File: config.mk
export PLATFORM = sky130hd
export DESIGN_NAME = adc_scan_seq
export DESIGN_NICKNAME = d
export VERILOG_FILES = /design/src/rtl/adc_scan_pkg.sv /design/src/rtl/adc_scan_regs.sv /design/src/rtl/adc_scan_fsm.sv /design/src/rtl/adc_scan_store.sv /design/src/rtl/adc_scan_seq.sv
export SDC_FILE = /design/constraint.sdc
export NUM_CORES = 1
export LEC_CHECK = 0
export CAP_MARGIN = 20
export CORE_UTILIZATION = 50
export DETAILED_ROUTE_END_ITERATION = 12
export GPL_ROUTABILITY_DRIVEN = 0
export GPL_TIMING_DRIVEN = 0
export MAX_ROUTING_LAYER = met4
export PLACE_DENSITY = 0.78
export SLEW_MARGIN = 25
export SYNTH_ARGS = -nofsm -noshare
export SYNTH_HDL_FRONTEND = slang
export SYNTH_HIERARCHICAL = 1
export SYNTH_SLANG_ARGS = --single-unit
File: constraint.sdc
create_clock -name clk -period 4.98 [get_ports clk]
set_input_delay 1.245 -clock clk [delete_from_list [all_inputs] [get_ports clk]]
set_output_delay 1.245 -clock clk [all_outputs]
set_load 0.01 [all_outputs]
File: src/rtl/adc_scan_pkg.sv
package adc_scan_pkg;

    typedef enum logic [1:0] {
        ST_IDLE,
        ST_LOAD,
        ST_LAUNCH,
        ST_WAIT
    } seq_state_t;

    localparam logic [1:0] MODE_QUAD = 2'b01;
    localparam logic [1:0] MODE_WIDE = 2'b11;

    localparam int B_FLAG  = 15;
    localparam int B_IE    = 14;
    localparam int B_START = 13;
    localparam int B_CONT  = 12;
    localparam int B_MODE  = 8;
    localparam int WORD_W  = 16;

endpackage

File: src/rtl/adc_scan_regs.sv
module adc_scan_regs
    import adc_scan_pkg::*;
#(
    parameter int CH_W = 4
) (
    input  logic              clk,
    input  logic              rst_n,
    input  logic              reg_wr,
    input  logic              reg_rd,
    input  logic [WORD_W-1:0] wdata,
    input  logic              dma_ack,
    input  logic              scan_end,
    input  logic              single_done,
    output logic [WORD_W-1:0] rdata,
    output logic [1:0]        mode,
    output logic              cont,
    output logic [CH_W-1:0]   chsel,
    output logic              go,
    output logic              abort,
    output logic              irq
);

    logic ie_q, start_q, flag_q, armed_q;
    logic wr_clear;
    logic unused_bits;

    assign unused_bits = ^{wdata[11:10], wdata[7:CH_W]};

    assign go       = reg_wr &&  wdata[B_START] && !start_q;
    assign abort    = reg_wr && !wdata[B_START] &&  start_q;
    assign wr_clear = reg_wr && armed_q && !wdata[B_FLAG];
    assign irq      = flag_q && ie_q;

    always_ff @(posedge clk) begin
        if (!rst_n) begin
            ie_q    <= 1'b0;
            start_q <= 1'b0;
            mode    <= 2'b00;
            cont    <= 1'b0;
            chsel   <= '0;
        end else begin
            if (reg_wr) begin
                ie_q <= wdata[B_IE];
                if (!start_q) begin
                    mode  <= wdata[B_MODE+1:B_MODE];
                    cont  <= wdata[B_CONT];
                    chsel <= wdata[CH_W-1:0];
                end
            end
            if (go)
                start_q <= 1'b1;
            else if (abort || single_done)
                start_q <= 1'b0;
        end
    end

    always_ff @(posedge clk) begin
        if (!rst_n) begin
            flag_q  <= 1'b0;
            armed_q <= 1'b0;
        end else if (scan_end) begin
            flag_q  <= 1'b1;
            armed_q <= 1'b0;
        end else if (dma_ack || wr_clear) begin
            flag_q  <= 1'b0;
            armed_q <= 1'b0;
        end else if (reg_rd && flag_q) begin
            armed_q <= 1'b1;
        end
    end

    always_comb begin
        rdata                     = '0;
        rdata[B_FLAG]             = flag_q;
        rdata[B_IE]               = ie_q;
        rdata[B_START]            = start_q;
        rdata[B_CONT]             = cont;
        rdata[B_MODE+1:B_MODE]    = mode;
        rdata[CH_W-1:0]           = chsel;
    end

    AST_FLAG_NEEDS_READ: assert property (@(posedge clk) disable iff (!rst_n)
        (flag_q && !armed_q && !dma_ack) |=> flag_q);
    AST_DMA_CLEARS: assert property (@(posedge clk) disable iff (!rst_n)
        (dma_ack && !scan_end) |=> !flag_q);
    AST_ABORT_QUIET: assert property (@(posedge clk) disable iff (!rst_n)
        (abort && !flag_q) |=> !flag_q);
    AST_SINGLE_STOP: assert property (@(posedge clk) disable iff (!rst_n)
        single_done |=> (!start_q && flag_q));
    AST_CFG_FROZEN: assert property (@(posedge clk) disable iff (!rst_n)
        start_q |=> ($stable(mode) && $stable(cont) && $stable(chsel)));

endmodule

File: src/rtl/adc_scan_fsm.sv
module adc_scan_fsm
    import adc_scan_pkg::*;
#(
    parameter int CH_W = 4
) (
    input  logic            clk,
    input  logic            rst_n,
    input  logic            go,
    input  logic            abort,
    input  logic [1:0]      mode,
    input  logic            cont,
    input  logic [CH_W-1:0] chsel,
    input  logic            conv_done,
    output logic            conv_start,
    output logic [CH_W-1:0] conv_ch,
    output logic            store_en,
    output logic [CH_W-1:0] store_ch,
    output logic            scan_end,
    output logic            single_done
);

    seq_state_t state, nxt;
    logic [CH_W-1:0] cur_q, base_q, last_q;
    logic [CH_W-1:0] grp_base, grp_last;
    logic [1:0]      span;
    logic            at_last;

    assign span    = (chsel[1:0] == 2'b11) ? 2'b10 : chsel[1:0];
    assign at_last = (cur_q == last_q);

    always_comb begin
        grp_base = chsel;
        grp_last = chsel;
        if (mode == MODE_WIDE) begin
            grp_base = '0;
            grp_last = CH_W'({span, 2'b11});
        end else if (mode == MODE_QUAD) begin
            grp_base = {chsel[CH_W-1:2], 2'b00};
            grp_last = chsel;
        end
    end

    always_comb begin
        nxt = state;
        unique case (state)
            ST_IDLE:   if (go) nxt = ST_LOAD;
            ST_LOAD:   nxt = abort ? ST_IDLE : ST_LAUNCH;
            ST_LAUNCH: nxt = abort ? ST_IDLE : ST_WAIT;
            ST_WAIT: begin
                if (abort)
                    nxt = ST_IDLE;
                else if (conv_done)
                    nxt = !at_last ? ST_LAUNCH : (cont ? ST_LOAD : ST_IDLE);
            end
        endcase
    end

    always_ff @(posedge clk) begin
        if (!rst_n)
            state <= ST_IDLE;
        else
            state <= nxt;
    end

    always_ff @(posedge clk) begin
        if (!rst_n) begin
            cur_q  <= '0;
            base_q <= '0;
            last_q <= '0;
        end else if (state == ST_LOAD) begin
            cur_q  <= grp_base;
            base_q <= grp_base;
            last_q <= grp_last;
        end else if (store_en && !at_last) begin
            cur_q  <= cur_q + 1'b1;
        end
    end

    always_comb begin
        conv_start  = 1'b0;
        store_en    = 1'b0;
        unique case (state)
            ST_IDLE:   ;
            ST_LOAD:   ;
            ST_LAUNCH: conv_start = 1'b1;
            ST_WAIT:   store_en = conv_done && !abort;
        endcase
        conv_ch     = cur_q;
        store_ch    = cur_q;
        scan_end    = store_en && at_last;
        single_done = scan_end && !cont;
    end

    AST_ONE_PULSE: assert property (@(posedge clk) disable iff (!rst_n)
        conv_start |=> !conv_start);
    AST_ASCENDING: assert property (@(posedge clk) disable iff (!rst_n)
        (conv_start && $past(store_en) && !$past(scan_end))
            |-> (conv_ch == CH_W'($past(conv_ch) + 1'b1)));
    AST_IN_GROUP: assert property (@(posedge clk) disable iff (!rst_n)
        store_en |-> (store_ch >= base_q && store_ch <= last_q));

endmodule

File: src/rtl/adc_scan_store.sv
module adc_scan_store #(
    parameter int CH_W  = 4,
    parameter int RES_W = 10
) (
    input  logic             clk,
    input  logic             rst_n,
    input  logic             store_en,
    input  logic [CH_W-1:0]  store_ch,
    input  logic [RES_W-1:0] result,
    input  logic [CH_W-1:0]  res_sel,
    output logic [RES_W-1:0] res_data
);

    localparam int NCH = 1 << CH_W;

    logic [RES_W-1:0] slot [NCH];

    for (genvar g = 0; g < NCH; g++) begin : g_slot
        always_ff @(posedge clk) begin
            if (!rst_n)
                slot[g] <= '0;
            else if (store_en && store_ch == CH_W'(g))
                slot[g] <= result;
        end

        AST_KEEP_OTHERS: assert property (@(posedge clk) disable iff (!rst_n)
            !(store_en && store_ch == CH_W'(g)) |=> $stable(slot[g]));
    end

    assign res_data = slot[res_sel];

endmodule

File: src/rtl/adc_scan_seq.sv
module adc_scan_seq
    import adc_scan_pkg::*;
#(
    parameter int CH_W  = 4,
    parameter int RES_W = 10
) (
    input  logic              clk,
    input  logic              rst_n,
    input  logic              reg_wr,
    input  logic              reg_rd,
    input  logic [WORD_W-1:0] reg_wdata,
    output logic [WORD_W-1:0] reg_rdata,
    input  logic [CH_W-1:0]   res_sel,
    output logic [RES_W-1:0]  res_data,
    output logic              conv_start,
    output logic [CH_W-1:0]   conv_ch,
    input  logic              conv_done,
    input  logic [RES_W-1:0]  conv_result,
    input  logic              dma_ack,
    output logic              irq
);

    logic [1:0]      mode;
    logic            cont, go, abort;
    logic [CH_W-1:0] chsel, store_ch;
    logic            store_en, scan_end, single_done;

    adc_scan_regs #(.CH_W(CH_W)) u_regs (
        .clk(clk), .rst_n(rst_n), .reg_wr(reg_wr), .reg_rd(reg_rd),
        .wdata(reg_wdata), .dma_ack(dma_ack), .scan_end(scan_end),
        .single_done(single_done), .rdata(reg_rdata), .mode(mode),
        .cont(cont), .chsel(chsel), .go(go), .abort(abort), .irq(irq)
    );

    adc_scan_fsm #(.CH_W(CH_W)) u_fsm (
        .clk(clk), .rst_n(rst_n), .go(go), .abort(abort), .mode(mode),
        .cont(cont), .chsel(chsel), .conv_done(conv_done),
        .conv_start(conv_start), .conv_ch(conv_ch), .store_en(store_en),
        .store_ch(store_ch), .scan_end(scan_end), .single_done(single_done)
    );

    adc_scan_store #(.CH_W(CH_W), .RES_W(RES_W)) u_store (
        .clk(clk), .rst_n(rst_n), .store_en(store_en), .store_ch(store_ch),
        .result(conv_result), .res_sel(res_sel), .res_data(res_data)
    );

    AST_IRQ_MATCH: assert property (@(posedge clk) disable iff (!rst_n)
        irq |-> (reg_rdata[B_FLAG] && reg_rdata[B_IE]));

endmodule

# Yosys cells after proc, flatten, opt, wreduce, memory -nomap -nowiden
# Memory sizes are Yosys's and may differ from the RTL's.
# Index checks and enable logic that the tools add are counted.
# word_totals
ff_bits	21
output_inout_bits	32
ram_bits	160
inputBits	36
wordCells	183
mem_count	1
# mem_list
memory	words	width	read_ports	rd_ports_with_merged_regs	write_ports	line_no	rtl
u_store.slot	16	10	1	0	16	adc_scan_store.sv:16	logic [RES_W-1:0] slot [NCH];
# op_classes
n_bitwise	18
n_mux	85
n_eq_ne	24
n_addsub	1
reduce_logical	44
# ops
operator	n
$mux W10	16
$mux W1	56
$eq A4 B4 Y1 const B	8
$logic_and A1 B1 Y1	28
$eq A4 B3 Y1 const B	4
$mux W2	8
$mux W4	4
$or A1 B1 Y1	16
$eq A2 B2 Y1 const B	4
$eq A4 B2 Y1 const B	2
$pmux W2 S4	1
$logic_not A1 Y1	6
$reduce_bool A2 Y1	3
$add A4 B1 Y4 const B	1
$eq A2 B1 Y1 const B	2
$eq A4 B1 Y1 const B	1
$eq A4 B4 Y1	1
$logic_not A4 Y1	1
$reduce_and A2 Y1	2
$ne A3 B2 Y1 const B	1
$reduce_or A3 Y1	1
$logic_not A2 Y1	1
$logic_or A1 B1 Y1	2
$ne A2 B2 Y1 const B	1
$not A1 Y1	2

# Depth between registers and ports, before layout
# Gate-level depths: netlist of the first run.
# depth
depth_word	11
mapped_depth	8
mapped_depth_nobuf	8

# By module
# Netlist of the first run, hierarchy kept.
# by_module_without_submodules
mod	area_each_um2	seq_area_each_um2	instances	cells_per_inst
adc_scan_store	7320.8	4804.6	1	463
adc_scan_fsm	599.3	200.2	1	70
adc_scan_regs	575.6	220.2	1	63

# Least setup slack after synthesis of the first run
# OpenSTA, ideal clock, no wires.
# synth_timing
path_kind	input port to output port
startpoint	input res_sel[0]
endpoint	output res_data[2]
cell_stages	5
arrival_time_ps	2303
required_time_ps	3735
path_buffers	2
slack_ps	1432
cell_sequence	buf_6 buf_8 mux4_1 a22oi_1 nand2_1
# synth_between
elab_chain_len	1
# synth_lines
item	line_no	rtl
start: declaration	adc_scan_seq.sv:13	input logic [CH_W-1:0] res_sel,
$mem_v2 Z16 W10	--	
end: declaration	adc_scan_seq.sv:14	output logic [RES_W-1:0] res_data,
# Every way passes these cells.

# Worst setup path after layout of the first run
# layout_timing
startpoint	input res_sel[2]
endpoint	output res_data[0]
# Same word-level chain as after synthesis.

==> run_results.csv, run 1 <==
group,metric,value,unit
outcome,outcome,"complete, no violations",
clocking,insertion_delay,0.43,ns
detailed_routing,post_drt_via_cell_ratio,5.69,
global_route,track_usage,23.1,%
detailed_routing,drt_iter0_drc,598,
timing,worst_slack,0.369,ns
timing,rsz0062_at_grt,"false",
timing,worstMarginPinSlew,0.814,ns
floorplanning,die-area,0.0175,mm²
placed_design,hpwl,13.5,mm
worst_setup_path,arrival,3.37,ns
clocking,path_clk_slew,0.06,ns
global_route,grt_pass1_vias,5378,
clocking,clock_sinks,181,
worst_setup_path,worstPathMaxFanout,10,
logic_synthesis,yosys_warnings,6,
logic_synthesis,ys_seq_area_share,61.5,%
clocking,htreeDepth,4,
clocking,clockBufferDepth,2,
logic_synthesis,ys_types,43,
floorplanning,rows,47,
detailed_routing,first_pass_iters,5,
final_layout,area_growth,18.1,%
clocking,cts_made_buffers,17,
logic_synthesis,ys_ff_latch,181,
power_and_ir_drop,p_leak,0.00378,µW
global_route,grt_max_degree,17,
logic_synthesis,synth_edf_count,160,
clocking,cts_root_buf,"clkbuf_16",
worst_setup_path,crit_path_start_kind,"primary input",
clocking,cts_hold_buf,0,
placed_design,portBuffers,53,
timing,setup-tns-final,0,ns
floorplanning,fp.coreArea,0.0166,mm²
timing,setup_viol_count_final,0,
clocking,post_cts_buffers,0,
worst_setup_path,critical_path.startpoint,"res_sel[2]",
power_and_ir_drop,p_per_area,338,mW/mm²
timing,finalHoldViolCount,0,
detailed_routing,drc_errors,0,
timing,timing.slew.headroom,45.5,%
timing,fin_worst_skew,0.0110,ns
global_route,grt_remaining_overflow,0,
floorplanning,start_util,51.2,%
detailed_routing,vias,5236,
worst_setup_path,path_class,"in2out",
logic_synthesis,synth_ff_type,"edfxtp_1",
worst_setup_path,r2r_start,"u_regs/start_q",
clocking,ctsResizeCount,0,
timing,timing.final.crit_share,92.6,%
floorplanning,die_x,132,µm
timing,fmax,217,MHz
hold_path,hp-start,"u_regs/flag_q",
global_route,grt_first_pass_wirelength,29.0,mm
job,maxCapViolCount,0,
global_route,grt_antenna_before_repair,0,
hold_path,hp-class,"reg2reg",
detailed_routing,wl_per_cell,20.2,µm
logic_synthesis,async_flop_share,0,%
floorplanning,die_h,132,µm
clocking,cts_tree,"built",
final_layout,diodes,0,
logic_synthesis,syn_area,0.00850,mm²
timing,drv_slew,0,
final_layout,nets,725,
final_layout,design_area,0.0100,mm²
logic_synthesis,synth_cells,596,
placed_design,place_area,0.00943,mm²
floorplanning,ioPinCount,68,
worst_setup_path,required,3.73,ns
worst_setup_path,crit_path_end_kind,"primary output",
final_layout,final_layout_size_suffix_gt1_share,14.0,%
detailed_routing,routed_wl,18.6,mm
placed_design,post-place-ws,0.417,ns
detailed_routing,postRouteAntennaNets,0,
timing,period_needed,4.61,ns
power_and_ir_drop,vdd_drop_max,257,µV
logic_synthesis,syn_area_per_cell,14.3,µm²
-- registers in the layout, summed over array words and instances (netlist names), 2 cells and up --
| signal | flops |
|---|---|
| u_fsm/state | 2 |
| u_store/slot | 160 |
| u_fsm/conv_ch | 4 |
| u_fsm/last_q | 4 |
| u_regs/chsel | 4 |
| u_regs/mode | 2 |
-- through the flow --
stage / util, % / hold WS, ns / total power (µW) / instances
floorplan: - / 0.456 / 1930 / 601
global placement: 56.2 / 0.496 / 2050 / 874
finish: 60.5 / 0.505 / 3390 / 921
detailed placement: 56.9 / 0.504 / 2070 / 889
global route: 60.5 / 0.538 / 3500 / 921
CTS: 60.5 / 0.512 / 3420 / 921
-- area by class of cell --
| cell class | instances | area (µm²) |
|---|---|---|
| multi-input cells | 368 | 2980 |
| fillers | 1230 | 6550 |
| inverters | 3 | 11.3 |
| repair buffers | 68 | 643 |
| plain buffers | 49 | 305 |
| clock buffers | 20 | 437 |
| flip-flops and latches | 181 | 5230 |
| clock inverters | 12 | 160 |
| well taps | 220 | 275 |
-- final timing paths --
path | endpoint | slack [ns] | cells past startpoint
hold reg to reg | u_regs/flag_q | 0.50 | 2
hold / removal | u_regs/flag_q | 0.50 | 2
setup / recovery | res_data[0] | 0.37 | 5
setup reg to reg | u_store/slot[5][4] | 2.39 | 6
-- where the power goes --
group | internal [µW] | switching (µW)
clock network | 830 | 528
registers | 1700 | 27.1
logic | 147 | 160
total | 2680 | 716
-- logic make-up (layout without fill, tap and decap cells) --
kind of cell | after synthesis | after routing | synth area share, %
buffers and inverters | 52 | 152 | 3.73
adder cells (fa/ha/maj) | 1 | 1 | 0.147
multiplexers | 51 | 51 | 12.4
flip-flops | 181 | 181 | 61.5
XOR/XNOR | 5 | 5 | 0.515
other | 1 | 6 | 0.0441
AO/OA/AOI/OAI | 61 | 61 | 4.68
AND/OR/NAND/NOR | 244 | 244 | 17.0
-- worst max-delay path, stage by stage --
cell and delay (ns):
clkdlybuf4s50_1 0.46, nor2_1 0.66, a22oi_1 0.29, nand2_1 0.16, clkdlybuf4s50_1 0.55
-- Yosys cell counts (all sizes together) (2+ instances only) --
| cell | number | area, µm² |
|---|---|---|
| o21ai | 25 | 125 |
| mux2i | 11 | 110 |
| a21o | 2 | 15.0 |
| or3 | 2 | 12.5 |
| a31oi | 3 | 18.8 |
| nand2 | 21 | 78.8 |
| nor2 | 20 | 75.1 |
| nor3 | 2 | 10.0 |
| nor2b | 15 | 93.8 |
| a21oi | 6 | 30.0 |
| and2 | 164 | 1030 |
| nand4 | 2 | 12.5 |
| nand3 | 4 | 20.0 |
| nand4b | 2 | 17.5 |
| buf | 32 | 241 |
| edfxtp | 160 | 4800 |
| mux4 | 40 | 946 |
| a22oi | 21 | 158 |
| xor2 | 4 | 35.0 |
| clkbuf | 17 | 63.8 |
| dfxtp | 21 | 420 |
| inv | 3 | 11.3 |
| nand2b | 3 | 18.8 |
| nand3b | 2 | 15.0 |
-- metal layers --
layer / vias up / wire [µm] / global-route usage [%]
met5: - / 0 / -
met1: 2614 / 7590 / 28.9
met3: 32 / 1150 / 4.81
li1: 2368 / - / -
met2: 222 / 9510 / 37.6
met4: 0 / 366 / 7.79
-- cell usage in the layout, fill, tap and decap left out, drive strengths merged, types with 7 or more instances in the layout --
| cell type | instances |
|---|---|
| a22oi | 21 |
| and2 | 164 |
| buf | 47 |
| clkbuf | 37 |
| clkdlybuf4s50 | 53 |
| clkinv | 7 |
| dfxtp | 21 |
| edfxtp | 160 |
| mux2i | 11 |
| mux4 | 40 |
| nand2 | 21 |
| nor2 | 20 |
| nor2b | 15 |
| o21ai | 25 |
Power figures use the tool's default switching activity.
==> inputs of run 2 (changes only) <==
- CAP_MARGIN: 20 -> not set
- CORE_ASPECT_RATIO: not set -> 1.5
==> run_results.csv, run 2 (synthesized netlist as in run 1, its figures left out) <==
group,metric,value,unit
floorplanning,die_x,108,µm
final_layout,area_growth,18.2,%
placed_design,place_inst,879,
clocking,cts_root_buf,"clkbuf_16",
job,maxCapViolCount,0,
clocking,clock_sinks,181,
detailed_routing,wl_met1,7.18,mm
detailed_routing,drt_iter0_drc,534,
floorplanning,start_util,50.9,%
placed_design,portBuffers,53,
power_and_ir_drop,p_leak,0.00379,µW
detailed_routing,dr_wl_met3,1.08,mm
worst_setup_path,required,3.73,ns
final_layout,final_cells,911,
placed_design,place_area,0.00942,mm²
detailed_routing,postRouteAntennaNets,0,
worst_setup_path,crit_path_end_kind,"primary output",
clocking,cts_hold_buf,0,
worst_setup_path,r2r-end,"u_store/slot[5][0]",
clocking,path_clk_slew,0.07,ns
clocking,post_cts_buffers,0,
final_layout,top_register,"u_store/slot",
hold_path,min_to,"u_regs/flag_q",
timing,period_needed,4.56,ns
worst_setup_path,reg2regPathDepth,6,
detailed_routing,first_pass_iters,5,
timing,rsz0062_at_grt,"false",
power_and_ir_drop,vdd_drop_max,213,µV
detailed_routing,met2_length,10.9,mm
worst_setup_path,crit_path_start_kind,"primary input",
detailed_routing,post_drt_via_cell_ratio,5.87,
worst_setup_path,reg2reg_slack,2.28,ns
detailed_routing,routed_wl,20.5,mm
timing,fin_worst_skew,0.00891,ns
floorplanning,ioPinCount,68,
worst_setup_path,worstPathMaxFanout,10,
global_route,grt_pass1_vias,5620,
outcome,outcome,"complete, no violations",
detailed_routing,vias,5349,
detailed_routing,top_layer_used,"met4",
clocking,cts_tree,"built",
timing,drv_slew,0,
global_route,grt_first_pass_wirelength,31.0,mm
final_layout,largest_reg_flops,160,
clocking,insertion_delay,0.43,ns
clocking,ctsResizeCount,0,
placed_design,hpwl,14.7,mm
final_layout,layout_common_cells,"164 x and2_1, 160 x edfxtp_1, 53 x clkdlybuf4s50_1",
clocking,cts_made_buffers,17,
worst_setup_path,r2r_start,"u_regs/start_q",
floorplanning,die_h,162,µm
floorplanning,fp.coreArea,0.0167,mm²
power_and_ir_drop,p_per_area,342,mW/mm²
hold_path,hp-class,"reg2reg",
timing,worstMarginPinSlew,1.01,ns
final_layout,design_area,0.0100,mm²
timing,timing.final.crit_share,91.7,%
detailed_routing,drc_errors,0,
timing,setup_viol_count_final,0,
final_layout,final_layout_size_suffix_gt1_share,15.0,%
global_route,grt_antenna_before_repair,0,
detailed_routing,wl_per_cell,22.5,µm
timing,timing.slew.headroom,32.5,%
global_route,grt_max_degree,21,
floorplanning,die-area,0.0175,mm²
timing,finalHoldViolCount,0,
clocking,htreeDepth,4,
final_layout,post-route-util,60.2,%
global_route,track_usage,25.5,%
worst_setup_path,arrival,3.32,ns
timing,fmax,219,MHz
hold_path,hold_depth,2,
clocking,clockBufferDepth,2,
global_route,grt_remaining_overflow,0,
final_layout,layout_commonest_cell,"and2_1",
timing,setup-tns-final,0,ns
worst_setup_path,path_class,"in2out",
hold_path,hp-start,"u_regs/flag_q",
final_layout,nets,725,
floorplanning,rows,58,
final_layout,diodes,0,
[run 2: cell types whose count changed in the layout (fill, tap and decap cells not counted), sizes merged]
cell	previous run	this run
clkbuf	37	34
clkinv	7	5
bufinv	4	1
inv	3	12
clkinvlp	1	0
[run 2: worst max path at each step]
stage	startpoint	endpoint	cells after the start
after floorplan	res_sel[0]	res_data[2]	5
after global placement	reg_wr	u_store/slot[0][4]	6
after detailed placement	res_sel[2]	res_data[0]	5
after CTS	res_sel[2]	res_data[0]	5
after global routing	res_sel[2]	res_data[0]	6
final	res_sel[2]	res_data[0]	6
[run 2: where the power goes]
part	leakage, µW	switching (µW)	internal (µW)
clock network	0.000304	651	730
logic	0.00166	175	147
registers	0.00182	26.7	1700
total	0.00379	852	2580
[run 2: area by class of cell]
cell class              count  area [µm²]
fillers                  1266        6650
flip-flops and latches    181        5230
multi-input cells         368        2970
repair buffers             68         643
clock buffers              17         425
plain buffers              49         305
well taps                 210         263
clock inverters            15         195
inverters                   3        11.3
[run 2: metal layers]
metal	up-vias	GRT usage [%]
li1	2366	-
met1	2675	26.8
met2	229	43.8
met3	79	4.40
met4	0	15.7
met5	-	-
[run 2: through the flow]
step / total power, µW / hold slack (ns) / worst slack, ns
2_1_floorplan: 1930 / 0.456 / 1.43
3_3_place_gp: 2050 / 0.488 / 0.300
3_5_place_dp: 2080 / 0.491 / 0.509
4_1_cts: 3450 / 0.508 / 0.476
5_1_grt: 3530 / 0.549 / 0.361
6_report: 3430 / 0.513 / 0.415
[run 2: critical path, stage by stage]
cell and delay [ns]:
clkdlybuf4s50_1 0.51, nor2b_1 0.23, buf_1 0.40, a22oi_1 0.24
nand2_1 0.15, clkdlybuf4s50_1 0.55
==> inputs of run 3 (changes only) <==
- PLACE_DENSITY: 0.78 -> not set
- PLACE_DENSITY_LB_ADDON: not set -> 0.25
- SYNTH_HIERARCHICAL: 1 -> not set
==> run_results.csv, run 3 <==
group,metric,value,unit
timing,fmax,224,MHz
outcome,outcome,"complete, no violations",
worst_setup_path,crit_path_start_kind,"primary input",
clocking,ctsResizeCount,0,
placed_design,portBuffers,50,
clocking,cts_tree,"built",
logic_synthesis,synthTopCellsByCount,"162 x and2_1, 160 x edfxtp_1, 38 x mux4_2",
timing,worstMarginPinSlew,0.881,ns
worst_setup_path,crit_path_end_kind,"primary output",
power_and_ir_drop,seq_power_share,51.7,%
logic_synthesis,yosys_warnings,0,
worst_setup_path,required,3.73,ns
final_layout,area_growth,17.1,%
final_layout,layout_common_cells,"162 x and2_1, 160 x edfxtp_1, 50 x clkdlybuf4s50_1",
global_route,grt_pass1_vias,5253,
job,maxCapViolCount,0,
hold_path,hp-class,"reg2reg",
worst_setup_path,path_class,"in2out",
power_and_ir_drop,pwr-share-clk,37.9,%
floorplanning,start_util,51.8,%
logic_synthesis,synth_most_common_cell,"and2_1",
logic_synthesis,ys_seq_area_share,61.8,%
timing,rsz0062_at_grt,"false",
power_and_ir_drop,p_sw_share,24.8,%
power_and_ir_drop,p_per_area,340,mW/mm²
floorplanning,die_h,161,µm
detailed_routing,postRouteAntennaNets,0,
clocking,post_cts_buffers,0,
clocking,clockBufferDepth,2,
floorplanning,fp.coreArea,0.0163,mm²
timing,setup-tns-final,0,ns
final_layout,top_register,"u_store.slot",
clocking,clock_sinks,181,
detailed_routing,vias,5048,
logic_synthesis,ys_types,42,
logic_synthesis,synth_edf_count,160,
logic_synthesis,synth_cells,567,
logic_synthesis,synth_ff_type,"edfxtp_1",
logic_synthesis,ys_ff_latch,181,
power_and_ir_drop,p_sw,835,µW
global_route,grt_first_pass_wirelength,30.4,mm
floorplanning,die-area,0.0174,mm²
worst_setup_path,arrival,3.22,ns
power_and_ir_drop,vdd_drop_max,226,µV
final_layout,largest_reg_flops,160,
floorplanning,ioPinCount,68,
detailed_routing,routed_wl,20.2,mm
power_and_ir_drop,p_int,2530,µW
final_layout,layout_commonest_cell,"and2_1",
global_route,grt_max_degree,19,
logic_synthesis,syn_area,0.00845,mm²
floorplanning,rows,57,
clocking,insertion_delay,0.43,ns
logic_synthesis,synth_largest_area_cell,"edfxtp_1",
clocking,path_clk_slew,0.07,ns
power_and_ir_drop,p_leak,0.00366,µW
timing,fin_worst_skew,0.00878,ns
detailed_routing,drt_iter0_drc,402,
timing,timing.final.crit_share,89.7,%
global_route,grt_antenna_before_repair,0,
detailed_routing,first_pass_iters,5,
clocking,cts_root_buf,"clkbuf_16",
floorplanning,die_x,108,µm
logic_synthesis,ys_top_cells_by_area,"edfxtp_1 57%, and2_1 12%, mux4_2 10%, dfxtp_1 5.0%, mux4_1 3.7%",
timing,period_needed,4.46,ns
timing,timing.slew.headroom,40.9,%
placed_design,hpwl,14.7,mm
final_layout,diodes,0,
final_layout,nets,696,
logic_synthesis,async_flop_share,0,%
detailed_routing,post_drt_via_cell_ratio,5.77,
detailed_routing,wl_per_cell,23.1,µm
global_route,grt_remaining_overflow,0,
timing,setup_viol_count_final,0,
clocking,htreeDepth,4,
detailed_routing,drc_errors,0,
global_route,track_usage,25.8,%
worst_setup_path,worstPathMaxFanout,10,
clocking,cts_made_buffers,17,
final_layout,final_layout_size_suffix_gt1_share,17.6,%
logic_synthesis,syn_area_per_cell,14.9,µm²
logic_synthesis,synth_top_cell_area_share,56.8,%
timing,drv_slew,0,
timing,finalHoldViolCount,0,
power_and_ir_drop,comb_power_share,10.3,%
placed_design,post-place-ws,0.481,ns
clocking,cts_hold_buf,0,
timing,worst_slack,0.515,ns
run 3: path summary, 6_finish.rpt:
path | startpoint | depth (start not counted) | slack, ns | to
max | res_sel[1] | 4 | 0.52 | res_data[9]
min | u_regs.flag_q | 2 | 0.51 | u_regs.flag_q
max reg2reg | u_fsm.state[1] | 5 | 2.57 | u_store.slot[0][4]
min reg2reg | u_regs.flag_q | 2 | 0.51 | u_regs.flag_q
run 3: stage by stage:
stage	utilization (%)	total power, µW	instances	instance area [µm²]	hold slack, ns
6_report	60.6	3360	875	9900	0.509
2_1_floorplan	-	1960	572	8470	0.459
3_5_place_dp	57.2	2120	843	9340	0.499
4_1_cts	60.6	3370	875	9900	0.516
3_3_place_gp	56.5	2100	828	9230	0.478
5_1_grt	60.6	3460	875	9900	0.543
run 3: kinds of logic (layout without fill, tap and decap cells):
kind of cell / count (synthesis) / count (layout) / synth area share (%)
buffers and inverters: 44 / 141 / 2.87
and+or+nand+nor: 234 / 234 / 16.4
DFF: 181 / 181 / 61.8
AOI/OAI and AO/OA: 37 / 37 / 2.58
xor gates and xnor gates: 7 / 7 / 0.725
adders and majority gates: 4 / 4 / 0.592
other: 1 / 6 / 0.0444
muxes: 59 / 59 / 14.9
run 3: critical path: stages:
cell	delay (ns)
clkbuf_1	0.48
mux4_1	0.48
mux4_2	0.51
clkdlybuf4s50_1	0.49
run 3: final cells by class:
cell class	count	area, µm²
plain buffers	39	224
flip-flops and latches	181	5230
clock inverters	15	134
multi-input cells	347	3000
well taps	206	258
clock buffers	17	425
repair buffers	65	613
fillers	1239	6430
inverters	5	18.8
run 3: power groups by stage:
stage / sequential [µW] / combinational (µW) / clock (µW)
final: 1740 / 348 / 1280
after global routing: 1750 / 369 / 1340
after CTS: 1740 / 350 / 1280
after detailed placement: 1770 / 348 / 0
after global placement: 1770 / 328 / 0
after floorplan: 1770 / 197 / 0
run 3: routing by layer:
metal / global-route usage [%] / vias up / share of wire, %
li1: - / 2280 / -
met1: 27.9 / 2517 / 36
met2: 46.6 / 217 / 57
met3: 4.00 / 34 / 4.5
met4: 9.96 / 0 / 2.9
met5: - / - / 0
